--- src/rtl/hwb_pkg.sv ---
package hwb_pkg;
  typedef enum logic [1:0] {
    ST_IDLE  = 2'd0,
    ST_FETCH = 2'd1,
    ST_SECND = 2'd2,
    ST_STALL = 2'd3
  } hwb_state_e;
endpackage

--- src/rtl/hwb_seq.sv ---
module hwb_seq
  import hwb_pkg::*;
(
  input  logic clk,
  input  logic rst,
  input  logic step_en,
  input  logic br_start,
  input  logic bus_ack,
  output logic rd_q,
  output logic cap_en,
  output logic load_q
);
  hwb_state_e state_q, state_d;

  always_comb begin
    state_d = state_q;
    if (step_en) begin
      case (state_q)
        ST_IDLE:  if (br_start) state_d = ST_FETCH;
        ST_FETCH: state_d = ST_SECND;
        ST_SECND, ST_STALL: state_d = bus_ack ? ST_STALL : ST_IDLE;
        default:  state_d = ST_IDLE;
      endcase
    end
  end

  // sample the index on the advancing edge that closes the request cycle
  assign cap_en = step_en && (state_q == ST_FETCH);

  always_ff @(posedge clk) begin
    if (rst) begin
      state_q <= ST_IDLE;
      rd_q    <= 1'b0;
      load_q  <= 1'b0;
    end else begin
      state_q <= state_d;
      rd_q    <= (state_d == ST_FETCH);
      load_q  <= step_en && !bus_ack &&
                 (state_q == ST_SECND || state_q == ST_STALL);
    end
  end

  // request lasts exactly one advancing cycle
  p_rd_single_r2: assert property (@(posedge clk) disable iff (rst)
    (rd_q && step_en) |=> !rd_q);

  // load strobe is a lone pulse
  p_load_pulse_r4: assert property (@(posedge clk) disable iff (rst)
    load_q |=> !load_q);

  // load only after an advancing edge that saw no stall
  p_load_no_stall_r5: assert property (@(posedge clk) disable iff (rst)
    $rose(load_q) |-> $past(step_en && !bus_ack));

  // frozen edge keeps the request strobe
  p_freeze_rd_r6: assert property (@(posedge clk) disable iff (rst)
    !step_en |=> $stable(rd_q));

  // request and load never overlap
  p_excl_r2: assert property (@(posedge clk) disable iff (rst)
    !(rd_q && load_q));
endmodule

--- src/rtl/hwb_target.sv ---
module hwb_target #(
  parameter int unsigned ADDR_W = 12,
  parameter int unsigned IDX_W  = 8,
  parameter int unsigned BASE   = 32'hF80
) (
  input  logic              clk,
  input  logic              rst,
  input  logic              cap_en,
  input  logic [IDX_W-1:0]  idx,
  output logic [ADDR_W-1:0] tgt_q
);
  localparam logic [ADDR_W-1:0] BASE_V = ADDR_W'(BASE);

  logic [ADDR_W-1:0] sum;
  assign sum = ADDR_W'(idx) + BASE_V;   // wraps at ADDR_W bits

  always_ff @(posedge clk) begin
    if (rst)         tgt_q <= '0;
    else if (cap_en) tgt_q <= sum;
  end

  // target moves only on a sampling edge
  p_tgt_hold_r3: assert property (@(posedge clk) disable iff (rst)
    !cap_en |=> $stable(tgt_q));
endmodule

--- src/rtl/hwb_unit.sv ---
module hwb_unit #(
  parameter int unsigned ADDR_W = 12,
  parameter int unsigned IDX_W  = 8,
  parameter int unsigned BASE   = 32'hF80
) (
  input  logic              clk,
  input  logic              rst,
  input  logic              step_en,
  input  logic              br_start,
  input  logic              bus_ack,
  input  logic [IDX_W-1:0]  idx_in,
  output logic              index_rd,
  output logic              pc_load,
  output logic [ADDR_W-1:0] target
);
  logic cap_en;

  hwb_seq u_seq (
    .clk      (clk),
    .rst      (rst),
    .step_en  (step_en),
    .br_start (br_start),
    .bus_ack  (bus_ack),
    .rd_q     (index_rd),
    .cap_en   (cap_en),
    .load_q   (pc_load)
  );

  hwb_target #(.ADDR_W(ADDR_W), .IDX_W(IDX_W), .BASE(BASE)) u_tgt (
    .clk    (clk),
    .rst    (rst),
    .cap_en (cap_en),
    .idx    (idx_in),
    .tgt_q  (target)
  );

  // after the sampling edge, target holds the wrapped sum seen at the ports
  p_target_sum_r1: assert property (@(posedge clk) disable iff (rst)
    (index_rd && step_en) |=>
      (target == ADDR_W'(ADDR_W'($past(idx_in)) + ADDR_W'(BASE))));

  // target frozen when no request is pending
  p_target_idle_r8: assert property (@(posedge clk) disable iff (rst)
    !index_rd |=> $stable(target));
endmodule

--- config.mk ---
export PLATFORM = sky130hd
export DESIGN_NAME = hwb_unit
export DESIGN_NICKNAME = d
export VERILOG_FILES = /design/src/rtl/hwb_pkg.sv /design/src/rtl/hwb_seq.sv /design/src/rtl/hwb_target.sv /design/src/rtl/hwb_unit.sv
export SDC_FILE = /design/constraint.sdc
export NUM_CORES = 1
export LEC_CHECK = 0
export ABC_AREA = 1
export BUFFER_PORTS_ARGS = -buffer_cell sky130_fd_sc_hd__buf_4
export CAP_MARGIN = 0
export CORE_AREA = 10 10 47 49
export CTS_BUF_LIST = sky130_fd_sc_hd__clkbuf_4
export DETAILED_ROUTE_END_ITERATION = 16
export DIE_AREA = 0 0 57 59
export HOLD_SLACK_MARGIN = 0.02
export PLACE_DENSITY_LB_ADDON = 0.25
export SLEW_MARGIN = 20
export SYNTH_ARGS = -nofsm -noshare
export SYNTH_HDL_FRONTEND = slang
export SYNTH_SLANG_ARGS = --single-unit
--- constraint.sdc ---
create_clock -name clk -period 1.35 [get_ports clk]
set_clock_uncertainty 0.15 [all_clocks]
set_input_delay 0.27 -clock clk [delete_from_list [all_inputs] [get_ports clk]]
set_output_delay 0.27 -clock clk [all_outputs]
set_load 0.005 [all_outputs]
* Yosys cells after proc, flatten, opt, wreduce, memory -nomap -nowiden *
Cells that the tools add are included.

operators by class
  add/subtract/negate cells = 1
  equal/unequal tests = 4
  muxes and demuxes = 4
  reductions and logical operators = 7

operators by type and width
  operator              number
  $add 9x8->10 const B  1
  $mux 2                3
  $pmux 2 s3            1
  $eq 2x1->1 const B    2
  $eq 2x2->1 const B    2
  $logic_and 1x1->1     3
  $logic_not 2->1       1
  $reduce_or 2->1       1
  $logic_not 1->1       1
  $logic_or 1x1->1      1

word-level totals
  bits in registers = 16
  bits of input ports = 13
  output and inout port bits = 14
  logic and storage cells = 20

* Depth between registers and ports, before layout *
Gate-level depths: netlist of run 1.

  word-level depth = 5
  mapped depth = 6
  mapped depth without buffers = 5

* Hierarchy *
A second synthesis of run 1 with hierarchy kept.

second synthesis, totals
  cell total of the unflattened synthesis = 78
  area total of the unflattened synthesis = 535.5 um^2

by module, submodules not included
  module      times used  cells each  area each (um^2)  seq. area each (um^2)
  hwb_target  1           54          365.4             160.2
  hwb_seq     1           24          170.2             80.1

* Worst setup path after synthesis of run 1 *
OpenSTA, ideal clock, no wires.

  kind = flip-flop to flip-flop
  from = register u_seq.state_q[1]
  to = register u_seq.state_q[0]
  library setup time = 0.112 ns
  arrival time = 0.748 ns
  required time = 1.088 ns
  setup slack = 0.340 ns
  cell stages (with the launch flop) = 7
  path buffers = 1
  period minus slack after synthesis = 1.010 ns
  cell sequence = dfxtp_1 -> inv_2 -> buf_6 -> nand3_2 -> nand2_1 -> nand2_1 -> inv_1

between the ends
  cells in the longest elaborated chain, start to end = 4
  elaborated cells on any way between the ends = 7
  classes of those cells = 3 x eq/ne; 2 x mux; 2 x reduce/logical

RTL lines
  what                      RTL line       RTL
  start: declaration        hwb_seq.sv:13  hwb_state_e state_q, state_d;
  start signal: assignment  hwb_seq.sv:36  state_q <= state_d;
  $eq 2x2->1                hwb_seq.sv:18  case (state_q)
  $reduce_or 2->1           hwb_seq.sv:18
  $pmux 2 s3 (*)            hwb_seq.sv:18
  $mux 2 (*)                hwb_seq.sv:17  if (step_en) begin

Mark *: on every way between the ends. The rest lies on a longest branch, timed or not.
A chain may end at the register's enable or synchronous reset.

==> summary.md, run 1 <==
| Metric | Value |
|---|---|
| Setup CP Type | flip-flop to primary output |
| Clock slew at reported path FFs | 0.08 ns |
| Fin util | 0.512 |
| Cell class contributing the biggest share of worst-path delay | flip-flops |
| Synth area leaders | dfxtp_1 (45%), a21oi_1 (9.4%), nand4_1 (8.2%) |
| FF-to-FF setup slack | around 0.13 ns |
| Initial antenna violation count | 0 |
| Hold EP | u_seq.state_q[1] |
| Postcts setup bufs | 0 |
| Die extent in x | 57 um |
| Slew Viols, Final | 0 |
| Final setup fails | 0 |
| Port bufs | 26 |
| Worst-path maximum fanout | 6 |
| Tot Pwr | approximately 720 uW |
| Post-synth EDFFs | 0 |
| Diodes inserted | 0 |
| Crit path buffers/inverters | 1 |
| Core Region | 1400 um2 |
| XOR/XNOR Fraction of Synth Area | 0 |
| Arrival time at the worst endpoint | between 0.8 and 0.9 ns |
| Post-Route Hold Slack | 0.0937 ns |
| Worst hold start | rst |
| Final Cycle Share | 0.929 |
| Syn_nets | 73 |
| PwrDens | 1010 nW/um2 |
| GRT overflow | 0 |
| Clock Latency Late Sink | 0.27 ns |
| Final WL | 1.29 mm |
| Post-Synth Simple-Gate Area | 0.246 |
| Crit-path cells | buf_4 |
| Nets | 97 |
| Mapped Area | roughly 530 um2 |
| Status | finished clean |
| Post-synthesis mux area share | 0 |
| Fill count | 133 |
| Hold Path Depth | 2 |
| Clock buffer depth | 2 |
| Die Area | 3360 um2 |
| Mapped Cells | 60 |
| Most frequent cell after synthesis | dfxtp_1 |
| Fin. Hold Viols | 0 |
| Critical R2R Launch | u_seq.state_q[0] |
| Worst reg2reg path depth | 5 |
| Site Rows | 14 |
| DR vias | 476 |
| Register area share after synthesis | 0.450 |
| Max_cap viols | 0 |
| First-pass DRT Iterations | 2 |
| Netlist cell types | 18 |
| Worst Tran Pin Value | between 0.3 and 0.4 ns |
| Critical Path Start Type | flip-flop |
| Drc violations | 0 |
| Post-cts resize count | 0 |
| Top_reg_cell synth | dfxtp_1 |
| Largest net degree at the start of global routing | 12 |
| Hpwl dp | 992 um |
| Slowest CP cell | dfxtp_1 |
| Io pins | 27 |
| Routed length per instance | 13.0 um |
| Layout Area Growth over Synthesis | 34.2% |
| Pleak | 0.322 nW |
| Yosys top cell area share | 0.450 |
| Placer Congestion | 0.710 |
| H-tree levels | 1 |
| Post-Synth Adder-Cell Area | 0 |
| Tightest Hold Check Type | input port to flip-flop |
| Global-route usage over all layers | 0.0812 |
| Initial Utilization | 0.381 |
| Endpoint class of the critical path | primary output |
| Die Y | 59 um |
| TritonCTS clock tree | built |
| Most frequent cells after synthesis | dfxtp_1 (12), a21oi_1 (10), nand2_1 (10) |
| First-pass GRT wire length | 2.11 mm |
| Share of flip-flops with an asynchronous set or reset | 0 |
| Post-DRT Antenna Nets | 0 |
| Number of DRC markers in iteration 0 | 2 |
| Relative slew slack | 0.747 |
| Num CTS Buffers | 3 |
| RSZ-0062 raised after global routing | false |
| Share of cells above drive strength 1 | 0.434 |
| Yosys reg bits | 12 |
| Hold_buf cts | 0 |
| R2r endpoint | u_seq.state_q[0] |
| Clk root buf | clkbuf_4 |
| DR vias/cell | just under 5 |
| F_max | 798 MHz |
| Sink Count | 12 |
| Final min period | approximately 1.3 ns |
| Slowest cell delay on critical path | 0.42 ns |
| Warnings from Yosys | 0 |
| Compound-cell area share of the yosys netlist | 0.136 |
| Vias in the first global route | 506 |
| Maximum VDD drop | between 500 and 600 uV |
| Post-synth top area cell | dfxtp_1 |
| Syn_area_per_cell | 8.90 um2 |
| Combinational family with the most area after synthesis | simple AND/OR/NAND/NOR gates |
| Worst path required time | 0.93 ns |
| Setup TNS | 0 ns |
## worst max-delay path by stage
stage	from	to	slack, ns	depth (start not counted)
after global placement	u_seq.state_q[0]	u_seq.state_q[0]	0.18	5
after CTS	u_tgt.tgt_q[10]	target[7]	0.08	1
after floorplan	u_seq.state_q[1]	u_seq.state_q[0]	0.34	6
final	u_tgt.tgt_q[10]	target[11]	0.1	1
after detailed placement	u_seq.state_q[0]	u_tgt.tgt_q[10]	0.17	3
after global routing	u_seq.state_q[0]	u_seq.state_q[0]	0.04	5
## power breakdown
group	internal (mW)	leakage [nW]	switching (mW)	total (mW)
registers	0.369	0.0977	0.0152	0.384
logic	0.0629	0.208	0.0520	0.115
clock network	0.107	0.0154	0.118	0.225
## sequential cells by signal (all words and copies together), names as in the netlist
register	cells
u_seq.load_q	1
u_seq.rd_q	1
u_seq.state_q	2
u_tgt.tgt_q	8
## layer usage
layer | up-vias | share of wire | global-route usage
li1 | 250 | - | -
met1 | 205 | 0.43 | 0.0734
met2 | 17 | 0.47 | 0.136
met3 | 4 | 0.072 | 0.0429
met4 | 0 | 0.023 | 0.0604
met5 | - | 0 | 0
## area by class of cell
cell class | count | area, um2 | area share
Clock inverter | 1 | 3.75 | 0.00524
Timing Repair Buffer | 27 | 205 | 0.286
Multi-Input combinational cell | 35 | 204 | 0.284
Sequential cell | 12 | 240 | 0.335
Tap cell | 16 | 20.0 | 0.0279
Inverter | 5 | 21.3 | 0.0297
Clock buffer | 3 | 22.5 | 0.0314
## metrics by stage
stage	cell area, um2	worst slack [ns]	cells
after floorplan	534	0.340	60
after global placement	681	0.182	94
after detailed placement	681	0.170	94
after CTS	707	0.0821	98
after global routing	717	0.0381	99
final	717	0.0964	99
## layout by cell type (no fill, tap or decap), drive strengths merged
cell type	synthesis	final
a21oi	10	10
a31oi	1	1
buf	8	26
clkbuf	0	3
clkinv	0	1
dfxtp	12	12
dlygate4sd3	0	1
inv	5	5
nand2	10	10
nand3	2	2
nand4	7	7
nor2	2	2
nor4	1	1
o21ai	1	1
o21bai	1	1
## cell families after synthesis
kind of cell    count (synthesis)
buf+inv                        13
simple gates                   22
compound gates                 13
flops                          12
(Power assumes the default switching activity.)
==> inputs of run 2 (changes only) <==
--- a/config.mk
+++ b/config.mk
@@ -9,7 +9,7 @@
 export BUFFER_PORTS_ARGS = -buffer_cell sky130_fd_sc_hd__buf_4
 export CAP_MARGIN = 0
 export CORE_AREA = 10 10 47 49
-export CTS_BUF_LIST = sky130_fd_sc_hd__clkbuf_4
+export CTS_BUF_LIST = sky130_fd_sc_hd__clkbuf_8
 export DETAILED_ROUTE_END_ITERATION = 16
 export DIE_AREA = 0 0 57 59
 export HOLD_SLACK_MARGIN = 0.02
==> run 2 against run 1 <==
Count of clock-buffer cells in the layout is 1 higher. Final cell count shrank 1.0%. Hold slack worse by 0.029 ns. Utilization up 1.3 points. Wire length decreased by 0.47%. Cell area is 2.6% higher. Non-clock buffer count down 1. Via count fell by 1.7%. First-iteration DRC count down 100%. Clock power is 70% higher. Critical path depth stayed put. Largest power group unchanged.
==> summary.md, run 2 (synthesis gave the netlist of run 1 again) <==
| Metric | Value |
|---|---|
| Core Region | 1400 um2 |
| R2r endpoint | u_seq.state_q[0] |
| Routed length per instance | 13.1 um |
| Status | finished clean |
| Pre-CTS setup slack | 0.170 ns |
| Endpoint class of the critical path | primary output |
| Clk root buf | clkbuf_8 |
| Fill count | 130 |
| Cell class contributing the biggest share of worst-path delay | flip-flops |
| Crit path buffers/inverters | 1 |
| Worst Tran Pin Value | 0.368 ns |
| Final worst setup slack | between 0.1 and 0.15 ns |
| Relative slew slack | 0.755 |
| Drc violations | 0 |
| Final WL | 1.28 mm |
| Site Rows | 14 |
| Max reg flops | 8 |
| RSZ-0062 raised after global routing | false |
| Register area | approximately 240 um2 |
| Initial Utilization | 0.381 |
| Tightest Hold Check Type | input port to flip-flop |
| Slew Viols, Final | 0 |
| Hpwl dp | about 990 um |
| Biggest regs | u_tgt.tgt_q x8, u_seq.state_q x2 |
| Largest reg by FF count | u_tgt.tgt_q |
| Global-route usage over all layers | 0.0795 |
| First-pass GRT wire length | 2.10 mm |
| Number of DRC markers in iteration 0 | 0 |
| Final min period | 1.21 ns |
| Worst path required time | 0.93 ns |
| Io pins | 27 |
| Placer Congestion | a little over 0.7 |
| Maximum VDD drop | 898 uV |
| TritonCTS clock tree | built |
| H-tree levels | 1 |
| Setup CP Type | flip-flop to primary output |
| Share of cells above drive strength 1 | 0.451 |
| Post-cts resize count | 0 |
| Critical path depth in cells | 1 |
| Arrival time at the worst endpoint | 0.79 ns |
| Setup TNS | 0 ns |
| Worst reg2reg path depth | 5 |
| Capture point of the worst path | target[9] |
| Final setup fails | 0 |
| Diodes inserted | 0 |
| GRT overflow | 0 |
| DR vias/cell | 4.78 |
| Die Area | between 3000 and 4000 um2 |
| Die extent in x | 57 um |
| FF-to-FF setup slack | 0.15 ns |
| Slowest cell delay on critical path | 0.41 ns |
| First-pass DRT Iterations | 1 |
| Hold_buf cts | 0 |
| Crit path launch | u_tgt.tgt_q[10] |
| Fin. Hold Viols | 0 |
| Post-DRT Antenna Nets | 0 |
| Commonest cells after routing, fill and taps aside | buf_4 (26), dfxtp_1 (12), nand2_1 (10), a21oi_1 (10), nand4_1 (7) |
| Slowest CP cell | dfxtp_1 |
| Worst-path maximum fanout | 6 |
| Die Y | 59 um |
| Largest net degree at the start of global routing | 12 |
| Port bufs | 26 |
| Critical R2R Launch | u_seq.state_q[0] |
| F_max | 826 MHz |
| Initial antenna violation count | 0 |
| Sink Count | 12 |
| Commonest non-fill, non-tap cell in the layout | buf_4 |
| Final Cycle Share | 0.897 |
| Crit-path cells | buf_4 |
| Clock slew at reported path FFs | 0.05 ns |
| Pleak | 0.331 nW |
| Clock buffer depth | 2 |
| Area occupied by multi-input gates | between 200 and 250 um2 |
| Vias in the first global route | 505 |
| Critical Path Start Type | flip-flop |
| Num CTS Buffers | 3 |
| Clock Latency Late Sink | 0.24 ns |
| PwrDens | approximately 1200 nW/um2 |
| Nets | 96 |
| Postcts setup bufs | 0 |
| Layout Area Growth over Synthesis | 37.7% |
| DR vias | 468 |
| Max_cap viols | 0 |
-- run 2: cell types whose count changed in the layout (fill, tap and decap cells not counted) --
cell | before | now
clkbuf_4 | 3 | 0
clkbuf_8 | 0 | 4
dlygate4sd3_1 | 1 | 0
clkinv_1 | 1 | 0
-- run 2: power breakdown --
group / leakage [nW] / switching (mW) / total [mW] / internal (mW)
combinational: 0.204 / 0.0517 / 0.113 / 0.0610
sequential: 0.0977 / 0.0150 / 0.385 / 0.370
clock: 0.0288 / 0.126 / 0.383 / 0.257
total: 0.331 / 0.192 / 0.881 / 0.688
-- run 2: metrics by stage --
step / total power [mW] / instances / util / instance area (um2) / hold WS (ns)
detailed placement: 0.506 / 94 / 0.486 / 681 / 0.304
CTS: 0.898 / 98 / 0.525 / 736 / 0.0610
finish: 0.881 / 98 / 0.525 / 736 / 0.0649
floorplan: 0.460 / 60 / - / 534 / 0.190
global placement: 0.505 / 94 / 0.486 / 681 / 0.308
global route: 0.920 / 98 / 0.525 / 736 / 0.0641
-- run 2: worst min path at each step --
stage / start / end / cells after the start
after floorplan: bus_ack / u_seq.load_q / 1
after global placement: u_tgt.tgt_q[1] / u_tgt.tgt_q[1] / 2
after detailed placement: u_tgt.tgt_q[4] / u_tgt.tgt_q[4] / 2
after CTS: bus_ack / u_seq.load_q / 2
after global routing: bus_ack / u_seq.load_q / 2
final: bus_ack / u_seq.load_q / 2
-- run 2: area by class of cell --
cell class	instances	share of cell area
tap	16	0.0272
sequential	12	0.327
inverter	5	0.0289
multi-input combinational	35	0.277
timing repair buffer	26	0.265
clock buffer	4	0.0748
-- run 2: metal layers --
metal,part of all wire,wire (um),up-vias,global-route usage
met5,0,0,-,0
met4,0.015,19,0,0.0604
met3,0.070,90,2,0.0365
met2,0.45,581,17,0.130
met1,0.46,589,204,0.0770
li1,-,-,245,-
